[config.mk]
export PLATFORM = sky130hd
export DESIGN_NAME = horner_pipe
export DESIGN_NICKNAME = d
export VERILOG_FILES = /design/src/rtl/horner_pkg.sv /design/src/rtl/horner_coef_bank.sv /design/src/rtl/horner_mul_cell.sv /design/src/rtl/horner_add_cell.sv /design/src/rtl/horner_pipe.sv
export SDC_FILE = /design/constraint.sdc
export NUM_CORES = 1
export LEC_CHECK = 0
export BUFFER_PORTS_ARGS = -buffer_cell sky130_fd_sc_hd__buf_2
export CORE_UTILIZATION = 50
export DETAILED_ROUTE_END_ITERATION = 16
export GPL_TIMING_DRIVEN = 0
export PLACE_DENSITY = 0.66
export SLEW_MARGIN = 10
export SYNTH_ARGS = -nofsm -noshare
export SYNTH_HDL_FRONTEND = slang
export SYNTH_SLANG_ARGS = --single-unit
export TNS_END_PERCENT = 20
[constraint.sdc]
create_clock -name clk -period 10.5 [get_ports clk]
set_clock_uncertainty 0.15 [all_clocks]
set_input_delay 0 -clock clk [delete_from_list [all_inputs] [get_ports clk]]
set_output_delay 0 -clock clk [all_outputs]
set_load 0.005 [all_outputs]
[src/rtl/horner_pkg.sv]
package horner_pkg;

  // Width of an index that can address n_coef entries (never narrower than one bit).
  function automatic int unsigned idx_bits(input int unsigned n_coef);
    return (n_coef <= 2) ? 1 : $clog2(n_coef);
  endfunction

endpackage

[src/rtl/horner_coef_bank.sv]
module horner_coef_bank
  import horner_pkg::*;
#(
  parameter int unsigned DEGREE = 3,
  parameter int unsigned W      = 16,
  parameter int unsigned IW     = idx_bits(DEGREE + 1)
) (
  input  logic                      clk,
  input  logic                      rst,
  input  logic                      busy,
  input  logic                      we,
  input  logic [IW-1:0]             idx,
  input  logic [W-1:0]              wdata,
  output logic [(DEGREE+1)*W-1:0]   coef_flat
);

  localparam int unsigned NCOEF = DEGREE + 1;

  // All coefficients are read in parallel every cycle, so they live in flops.
  logic [W-1:0] coef_q [NCOEF];
  logic         accept;

  assign accept = we && !busy && (32'(idx) <= DEGREE);

  always_ff @(posedge clk) begin
    if (rst) begin
      for (int j = 0; j < int'(NCOEF); j++) coef_q[j] <= '0;
    end else if (accept) begin
      coef_q[idx] <= wdata;
    end
  end

  for (genvar j = 0; j < int'(NCOEF); j++) begin : g_flat
    assign coef_flat[j*W +: W] = coef_q[j];
  end

  // A write attempted while samples are in flight must not move any coefficient.
  AST_COEF_FROZEN: assert property (@(posedge clk) disable iff (rst)
    busy |=> $stable(coef_flat));

endmodule

[src/rtl/horner_mul_cell.sv]
module horner_mul_cell #(
  parameter int unsigned W = 16
) (
  input  logic         clk,
  input  logic         rst,
  input  logic         v_i,
  input  logic [W-1:0] x_i,
  input  logic [W-1:0] p_i,
  output logic         v_o,
  output logic [W-1:0] x_o,
  output logic [W-1:0] p_o
);

  localparam logic [W-1:0] ONE  = W'(1);
  localparam logic [W-1:0] ZERO = '0;

  logic         v_q;
  logic [W-1:0] x_q;
  logic [W-1:0] p_q;
  logic [W-1:0] prod_lo;

  // The low W bits of a product are the same for signed and unsigned operands.
  assign prod_lo = p_i * x_i;

  always_ff @(posedge clk) begin
    if (rst) v_q <= 1'b0;
    else     v_q <= v_i;
  end

  always_ff @(posedge clk) begin
    if (v_i) begin
      x_q <= x_i;
      p_q <= prod_lo;
    end
  end

  assign v_o = v_q;
  assign x_o = x_q;
  assign p_o = p_q;

  AST_MUL_BY_ZERO: assert property (@(posedge clk) disable iff (rst)
    (v_i && x_i == ZERO) |=> (p_o == ZERO));
  AST_MUL_BY_ONE: assert property (@(posedge clk) disable iff (rst)
    (v_i && x_i == ONE) |=> (p_o == $past(p_i)));
  AST_MUL_BY_NEG_ONE: assert property (@(posedge clk) disable iff (rst)
    (v_i && x_i == '1) |=> (p_o == ZERO - $past(p_i)));

endmodule

[src/rtl/horner_add_cell.sv]
module horner_add_cell #(
  parameter int unsigned W = 16
) (
  input  logic         clk,
  input  logic         rst,
  input  logic         v_i,
  input  logic [W-1:0] x_i,
  input  logic [W-1:0] p_i,
  input  logic [W-1:0] k_i,
  output logic         v_o,
  output logic [W-1:0] x_o,
  output logic [W-1:0] p_o
);

  logic         v_q;
  logic [W-1:0] x_q;
  logic [W-1:0] p_q;
  logic [W-1:0] sum;

  assign sum = p_i + k_i;  // wraps at W bits

  always_ff @(posedge clk) begin
    if (rst) v_q <= 1'b0;
    else     v_q <= v_i;
  end

  always_ff @(posedge clk) begin
    if (v_i) begin
      x_q <= x_i;
      p_q <= sum;
    end
  end

  assign v_o = v_q;
  assign x_o = x_q;
  assign p_o = p_q;

  AST_ADD_ZERO_COEF: assert property (@(posedge clk) disable iff (rst)
    (v_i && k_i == '0) |=> (p_o == $past(p_i)));

endmodule

[src/rtl/horner_pipe.sv]
module horner_pipe
  import horner_pkg::*;
#(
  parameter  int unsigned DEGREE = 3,
  parameter  int unsigned W      = 16,
  localparam int unsigned IW     = idx_bits(DEGREE + 1)
) (
  input  logic          clk,
  input  logic          rst,
  input  logic          x_valid,
  input  logic [W-1:0]  x_data,
  input  logic          cfg_we,
  input  logic [IW-1:0] cfg_idx,
  input  logic [W-1:0]  cfg_data,
  output logic          y_valid,
  output logic [W-1:0]  y_data
);

  localparam int unsigned NSTAGE = 2 * DEGREE;

  logic [(DEGREE+1)*W-1:0] coef_flat;
  logic [NSTAGE-1:0]       stage_v;
  logic                    busy;

  // Signals at pair boundaries: index k feeds pair k, index k+1 leaves it.
  logic [DEGREE:0] bnd_v;
  logic [W-1:0]    bnd_p [DEGREE+1];
  logic [W-1:0]    bnd_x [DEGREE];

  assign busy = x_valid | (|stage_v);

  horner_coef_bank #(
    .DEGREE (DEGREE),
    .W      (W),
    .IW     (IW)
  ) u_bank (
    .clk       (clk),
    .rst       (rst),
    .busy      (busy),
    .we        (cfg_we),
    .idx       (cfg_idx),
    .wdata     (cfg_data),
    .coef_flat (coef_flat)
  );

  // Seed: the leading coefficient is the starting partial result.
  assign bnd_v[0] = x_valid;
  assign bnd_x[0] = x_data;
  assign bnd_p[0] = coef_flat[DEGREE*W +: W];

  for (genvar k = 0; k < int'(DEGREE); k++) begin : g_pair
    logic         mid_v;
    logic [W-1:0] mid_x;
    logic [W-1:0] mid_p;
    logic [W-1:0] out_x;

    horner_mul_cell #(.W(W)) u_mul (
      .clk (clk),
      .rst (rst),
      .v_i (bnd_v[k]),
      .x_i (bnd_x[k]),
      .p_i (bnd_p[k]),
      .v_o (mid_v),
      .x_o (mid_x),
      .p_o (mid_p)
    );

    horner_add_cell #(.W(W)) u_add (
      .clk (clk),
      .rst (rst),
      .v_i (mid_v),
      .x_i (mid_x),
      .p_i (mid_p),
      .k_i (coef_flat[(int'(DEGREE)-1-k)*W +: W]),
      .v_o (bnd_v[k+1]),
      .x_o (out_x),
      .p_o (bnd_p[k+1])
    );

    assign stage_v[2*k]   = mid_v;
    assign stage_v[2*k+1] = bnd_v[k+1];

    if (k < int'(DEGREE) - 1) begin : g_fwd_x
      assign bnd_x[k+1] = out_x;
    end else begin : g_tail_x
      logic unused_tail_x;
      assign unused_tail_x = ^out_x;
    end
  end

  assign y_valid = bnd_v[DEGREE];
  assign y_data  = bnd_p[DEGREE];

  // A result can only leave if something was in the chain the cycle before.
  AST_OUT_NEEDS_FLIGHT: assert property (@(posedge clk) disable iff (rst)
    y_valid |-> $past(busy));

endmodule

Word level (Yosys, flattened, before mapping)
Memories as Yosys holds them, arrays and structs flattened.
Cells that the tools add are included.
- register bits: 166
- latch bits: 0
- RAM bits: 64
- memory bits (read-only): 0
- bits of input ports: 38
- output and inout bits: 17
- logic and storage cells: 36
- memories kept: 1
- memory list (memory ; words ; width ; read ports ; clocked after memory_dff ; wr ports ; RTL line ; text):
    u_bank.coef_q ; 4 ; 16 ; 4 ; 0 ; 4 ; horner_coef_bank.sv:20 ; logic [W-1:0] coef_q [NCOEF];
- add/subtract/negate cells: 3
- $mul: 3
- divide/modulo/power cells: 0
- magnitude comparators: 0
- eq/ne operators: 0
- shift-type cells: 0
- multiplexer cells: 8
- bitwise gates (word level): 1
- reduce and logical (&&, ||, !) cells: 4
- operators by type and width (operator ; count):
    $add 16x16->16 ; 3
    $mul 16x16->16 ; 3
    $mux 16 ; 1
    $reduce_or 16->1 ; 1
    $mux 1 ; 6
    $reduce_or 6->1 ; 1
    $mux 2 ; 1
    $logic_and 1x1->1 ; 1
    $logic_not 1->1 ; 1
    $or 1x1->1 ; 1

Depth between registers and ports, before layout
- depth in word-level cells: 9
- depth in mapped cells: 20
- depth with buffers taken out: 19

Cells and area by module
From an unflattened synthesis, not the netlist that was laid out.
- cells, all modules: 2071
- area total of the unflattened synthesis: 22535.4 um^2
- by module, submodules not included (module ; times used ; cells each ; area an instance (um^2) ; sequential area each (um^2)):
    horner_add_cell ; 3 ; 135 ; 1732.9 ; 980.9
    horner_mul_cell at g_pair[1].u_mul ; 1 ; 504 ; 4958.5 ; 980.9
    horner_mul_cell at g_pair[0].u_mul ; 1 ; 505 ; 4944.7 ; 980.9
    horner_mul_cell at g_pair[2].u_mul ; 1 ; 503 ; 4932.2 ; 980.9
    horner_coef_bank ; 1 ; 151 ; 2486.1 ; 1921.8
    horner_pipe ; 1 ; 3 ; 15.0 ; 0.0

Worst setup path before layout
No wires, ideal clock.
- path type: register to register
- from: reg g_pair[0].u_add.x_q[1]
- to: reg g_pair[1].u_mul.p_q[15], data pin
- library setup time: 260 ps
- data arrival time: 4930 ps
- data required time: 10090 ps
- path slack: 5160 ps
- cell stages (with the launch flop): 17
- buffers on the path: 1
- period minus slack after synthesis: 5340 ps
- cells stage by stage: edfxtp_1 > clkbuf_1 > nand2_1 > fa_1 > fa_1 > fa_1 > fa_1 > inv_1 > fa_1 > inv_1 > fa_1 > inv_1 > ha_1 > o2111a_1 > a2111oi_4 > a21oi_2 > xnor2_1
- longest elaborated chain between the ends: 1
- RTL lines (what ; RTL line ; text):
    start, declared ; horner_add_cell.sv:16 ; logic [W-1:0] x_q;
    start signal, assigned ; horner_add_cell.sv:29 ; x_q <= x_i;
    $mul 16x16->16 ; horner_mul_cell.sv:23 ; assign prod_lo = p_i * x_i;
    via g_pair[1].u_mul.prod_lo[15] ; horner_mul_cell.sv:20 ; logic [W-1:0] prod_lo;
    end signal, assigned ; horner_mul_cell.sv:33 ; p_q <= prod_lo;
    end, declared ; horner_mul_cell.sv:19 ; logic [W-1:0] p_q;
The timed path passes the listed nets, and every way through them passes these cells.
A chain may end at the register's enable or synchronous reset.

Worst setup path after layout
Ends and elaborated chain as after synthesis.

==> reports/metrics.yaml <==
outcome: "finished, final reports clean"
critPathMaxFanout: 10
die-area_mm2: 0.0434
wl_per_cell_um: 17.9
worstSetupPathType: "flip-flop to flip-flop"
vias_per_cell: 5.20
post-place-ws_ns: 4.52
peakVddDrop_uv: 311
wl_mm: 47.5
crit_end: "g_pair[1].u_mul.p_o[15]$_DFFE_PP_"
fin_setup_tns_ns: 0
grt_pass1_wl_mm: 76.5
syn-num-nets: 2455
end_kind: "flip-flop"
setup.worst_path.start_class: "flip-flop"
hp-class: "input pin to flip-flop"
cp.arrival_ns: 6.09
clk_path_buf_depth: 3
synth_edf_count: 224
die_w_um: 208
grt_max_degree: 35
rsz0062_at_grt: "false"
crit_family: "adder cells"
rr_worst_depth: 16
r2r_slack_ns: 4.52
route.vias.total: 13800
clock-sinks: 230
htreeDepth: 1
gr-max-usage-layer: "met2"
r2r-start: "g_pair[0].u_add.x_o[1]$_DFFE_PP_"
detail_route.first_pass.iterations: 7
drc: 0
syn_area_per_cell_um2: 10.7
hold_viol: 0
grt_pass1_vias: 14600
worst-path-buf-inv: 4
cts_resized: 0
crit_chain: "clkbuf_1, nand2_1, fa_1, fa_1, fa_1, inv_1, fa_1, fa_1, inv_1, fa_1, inv_1, ha_1, o2111a_1, a2111oi_4, a21oi_2, xnor2_1"
ys_async_sr_fraction: 0
leakagePower_uw: 0.0105
slew_violations: 0
timing.rr.end: "g_pair[1].u_mul.p_o[15]$_DFFE_PP_"
use_met1: 0.276
fmax_mhz: 167
synth_ff_type: "edfxtp_1"
critPathMaxStageDelay_ns: 0.53
die_h_um: 208
ys_seq_area_frac: 0.322
setup_viol: 0
max_slew_margin: 0.441
min_period_ns: 5.98
cellPowerDensity_mw_per_mm2: 266
clock_latency_ns: 0.53
port_buffers: 54
antennaDiodeCount: 0
tritoncts: "built"
crit_required_ns: 10.61
synthDistinctLibCells: 65
cpMaxStageDelayCell: "fa_1"
cts_buffers: 25
cp_num_cells: 16
nets: 2575
synth_seq_cells: 230
dpl_cell_area_mm2: 0.0222
clk_transition_reported_paths_ns: 0.06
synthCells: 1982
place_congestion: 0.906
grt_use_total: 0.227
drive_gt1_frac: 0.0647
tightest_slew_ns: 0.838
path_common_cell: "fa_1"
yosysWarnings: 0
drt_iter0_markers: 667
grt.met2_usage: 0.405
stdcell_area_mm2: 0.0235
rows: 75
startpoint: "g_pair[0].u_add.x_o[1]$_DFFE_PP_"
gr-usage-met3: 0.0273
synth.cell_area_mm2: 0.0213
dp_hpwl_mm: 37.8
drv_cap: 0
num_io_pins: 55
initial_core_util: 0.508
syn_to_final_growth_pct: 10.2
finalCritPeriodShare: 0.570
core_area_mm2: 0.0419
ant_nets: 0
cts-root-buf: "clkbuf_16"
antenna_found_initial: 2
overflow: 0
timing.final.ws_setup_ns: 4.52
-- where the power goes --
part	leakage (uW)	internal (uW)	switching, uW	total [uW]
clock network	0.000401	536	356	892
logic	0.00790	1770	2200	3970
registers	0.00220	1300	84.7	1380
-- sequential cells by signal, indices dropped and copies added (netlist names) --
name and count:
u_bank.coef_q 64, g_pair.u_add.p_o 48, g_pair.u_mul.p_o 48, g_pair.u_add.x_o 32, g_pair.u_mul.x_o 32, g_pair.u_add.v_o 3, g_pair.u_mul.v_o 3
-- stage by stage --
| stage | hold WS, ns | util | power, uW | instances |
|---|---|---|---|---|
| 3_5_place_dp | 0.0425 | 0.530 | 5380 | 2575 |
| 6_report | 0.0608 | 0.559 | 6240 | 2658 |
| 2_1_floorplan | -0.0511 | - | 4440 | 1982 |
| 4_1_cts | 0.0414 | 0.559 | 6310 | 2658 |
| 5_1_grt | 0.0576 | 0.559 | 6800 | 2658 |
| 3_3_place_gp | 0.0424 | 0.530 | 5260 | 2575 |
-- layer usage --
metal	vias up	wire, um
met5	-	13
met1	6869	19000
met3	123	2220
li1	6486	-
met2	344	24200
met4	2	2110
-- layout by cell type (no fill, tap or decap), types with 6 or more instances in the layout --
cell type and count:
nand3_1 9, buf_4 16, nand2b_1 6, nor2b_1 15
clkbuf_16 25, xor2_1 37, clkbuf_1 45, a21oi_1 37
fa_1 243, buf_2 57, inv_1 355, a21oi_2 6
xnor2_1 115, o21bai_1 6, a21o_1 17, ha_1 192
dlygate4sd3_1 39, edfxtp_1 224, and2_1 277, o21ai_0 21
o21a_1 16, nor2_1 41, nand2_1 212
-- cells in the mapped netlist, types with 2 or more instances --
library cell	number	area share
nor2b_1	15	0.0044
nor4b_4	2	0.0022
a21boi_1	3	0.0011
or4_1	4	0.0014
o21ai_0	21	0.0049
or3_1	3	0.00088
a21boi_2	2	0.0011
o21a_1	16	0.0056
nand4_1	2	0.00059
fa_1	243	0.23
xnor2_1	115	0.047
o31ai_1	4	0.0014
and3_1	4	0.0012
edfxtp_1	224	0.32
ha_1	192	0.11
nand2_1	212	0.037
o311ai_1	3	0.0012
a21o_1	17	0.0060
buf_4	16	0.0056
o21bai_1	6	0.0021
a211oi_1	3	0.0011
clkbuf_1	42	0.0074
a21oi_1	37	0.0087
o21ai_1	4	0.00094
nor2_1	41	0.0072
inv_1	355	0.063
nand3_1	9	0.0021
or2_2	5	0.0015
buf_2	3	0.00070
nor4_1	5	0.0015
dfxtp_1	6	0.0056
nand3b_1	3	0.0011
and2_1	277	0.081
o211ai_1	2	0.00070
nand4b_1	3	0.0012
mux2i_1	2	0.00094
nand2b_1	6	0.0018
nor3_1	4	0.00094
xor2_1	37	0.015
a31oi_1	4	0.0012
a21oi_2	6	0.0025
-- logic make-up after synthesis --
family | Yosys count | synth area share
and+or+nand+nor | 602 | 0.151
adders and majority gates | 435 | 0.341
buffers and inverters | 418 | 0.0767
DFF | 230 | 0.322
xor gates and xnor gates | 152 | 0.0625
AOI/OAI and AO/OA | 143 | 0.0462
muxes | 2 | 0.000940
-- worst min path at each step --
stage                          from                               end  slack (ns)  cells after the start
after floorplan           x_data[0]  g_pair[0].u_mul.x_o[0]$_DFFE_PP_       -0.05                      0
after global placement    x_data[7]  g_pair[0].u_mul.x_o[7]$_DFFE_PP_        0.04                      1
after detailed placement  x_data[7]  g_pair[0].u_mul.x_o[7]$_DFFE_PP_        0.04                      1
after CTS                 x_data[8]  g_pair[0].u_mul.x_o[8]$_DFFE_PP_        0.04                      2
after global routing      x_data[8]  g_pair[0].u_mul.x_o[8]$_DFFE_PP_        0.06                      2
final                     x_data[8]  g_pair[0].u_mul.x_o[8]$_DFFE_PP_        0.06                      2
-- timing repair --
| action | CTS | global route |
|---|---|---|
| hold buffers | 39 | 0 |
| setup buffers | 0 | 0 |
| endpoints found under the hold margin | 121 | 0 |
-- final cells by class --
| cell class | instances | area, um^2 |
|---|---|---|
| Buffer | 63 | 302 |
| Clock buffer | 28 | 637 |
| Clock inverter | 16 | 198 |
| Fill cell | 3613 | 18500 |
| Inverter | 355 | 1330 |
| Multi-Input combinational cell | 1334 | 12800 |
| Sequential cell | 230 | 6850 |
| Tap cell | 539 | 674 |
| Timing Repair Buffer | 93 | 661 |
No activity file was read; power rests on OpenSTA's default activity.
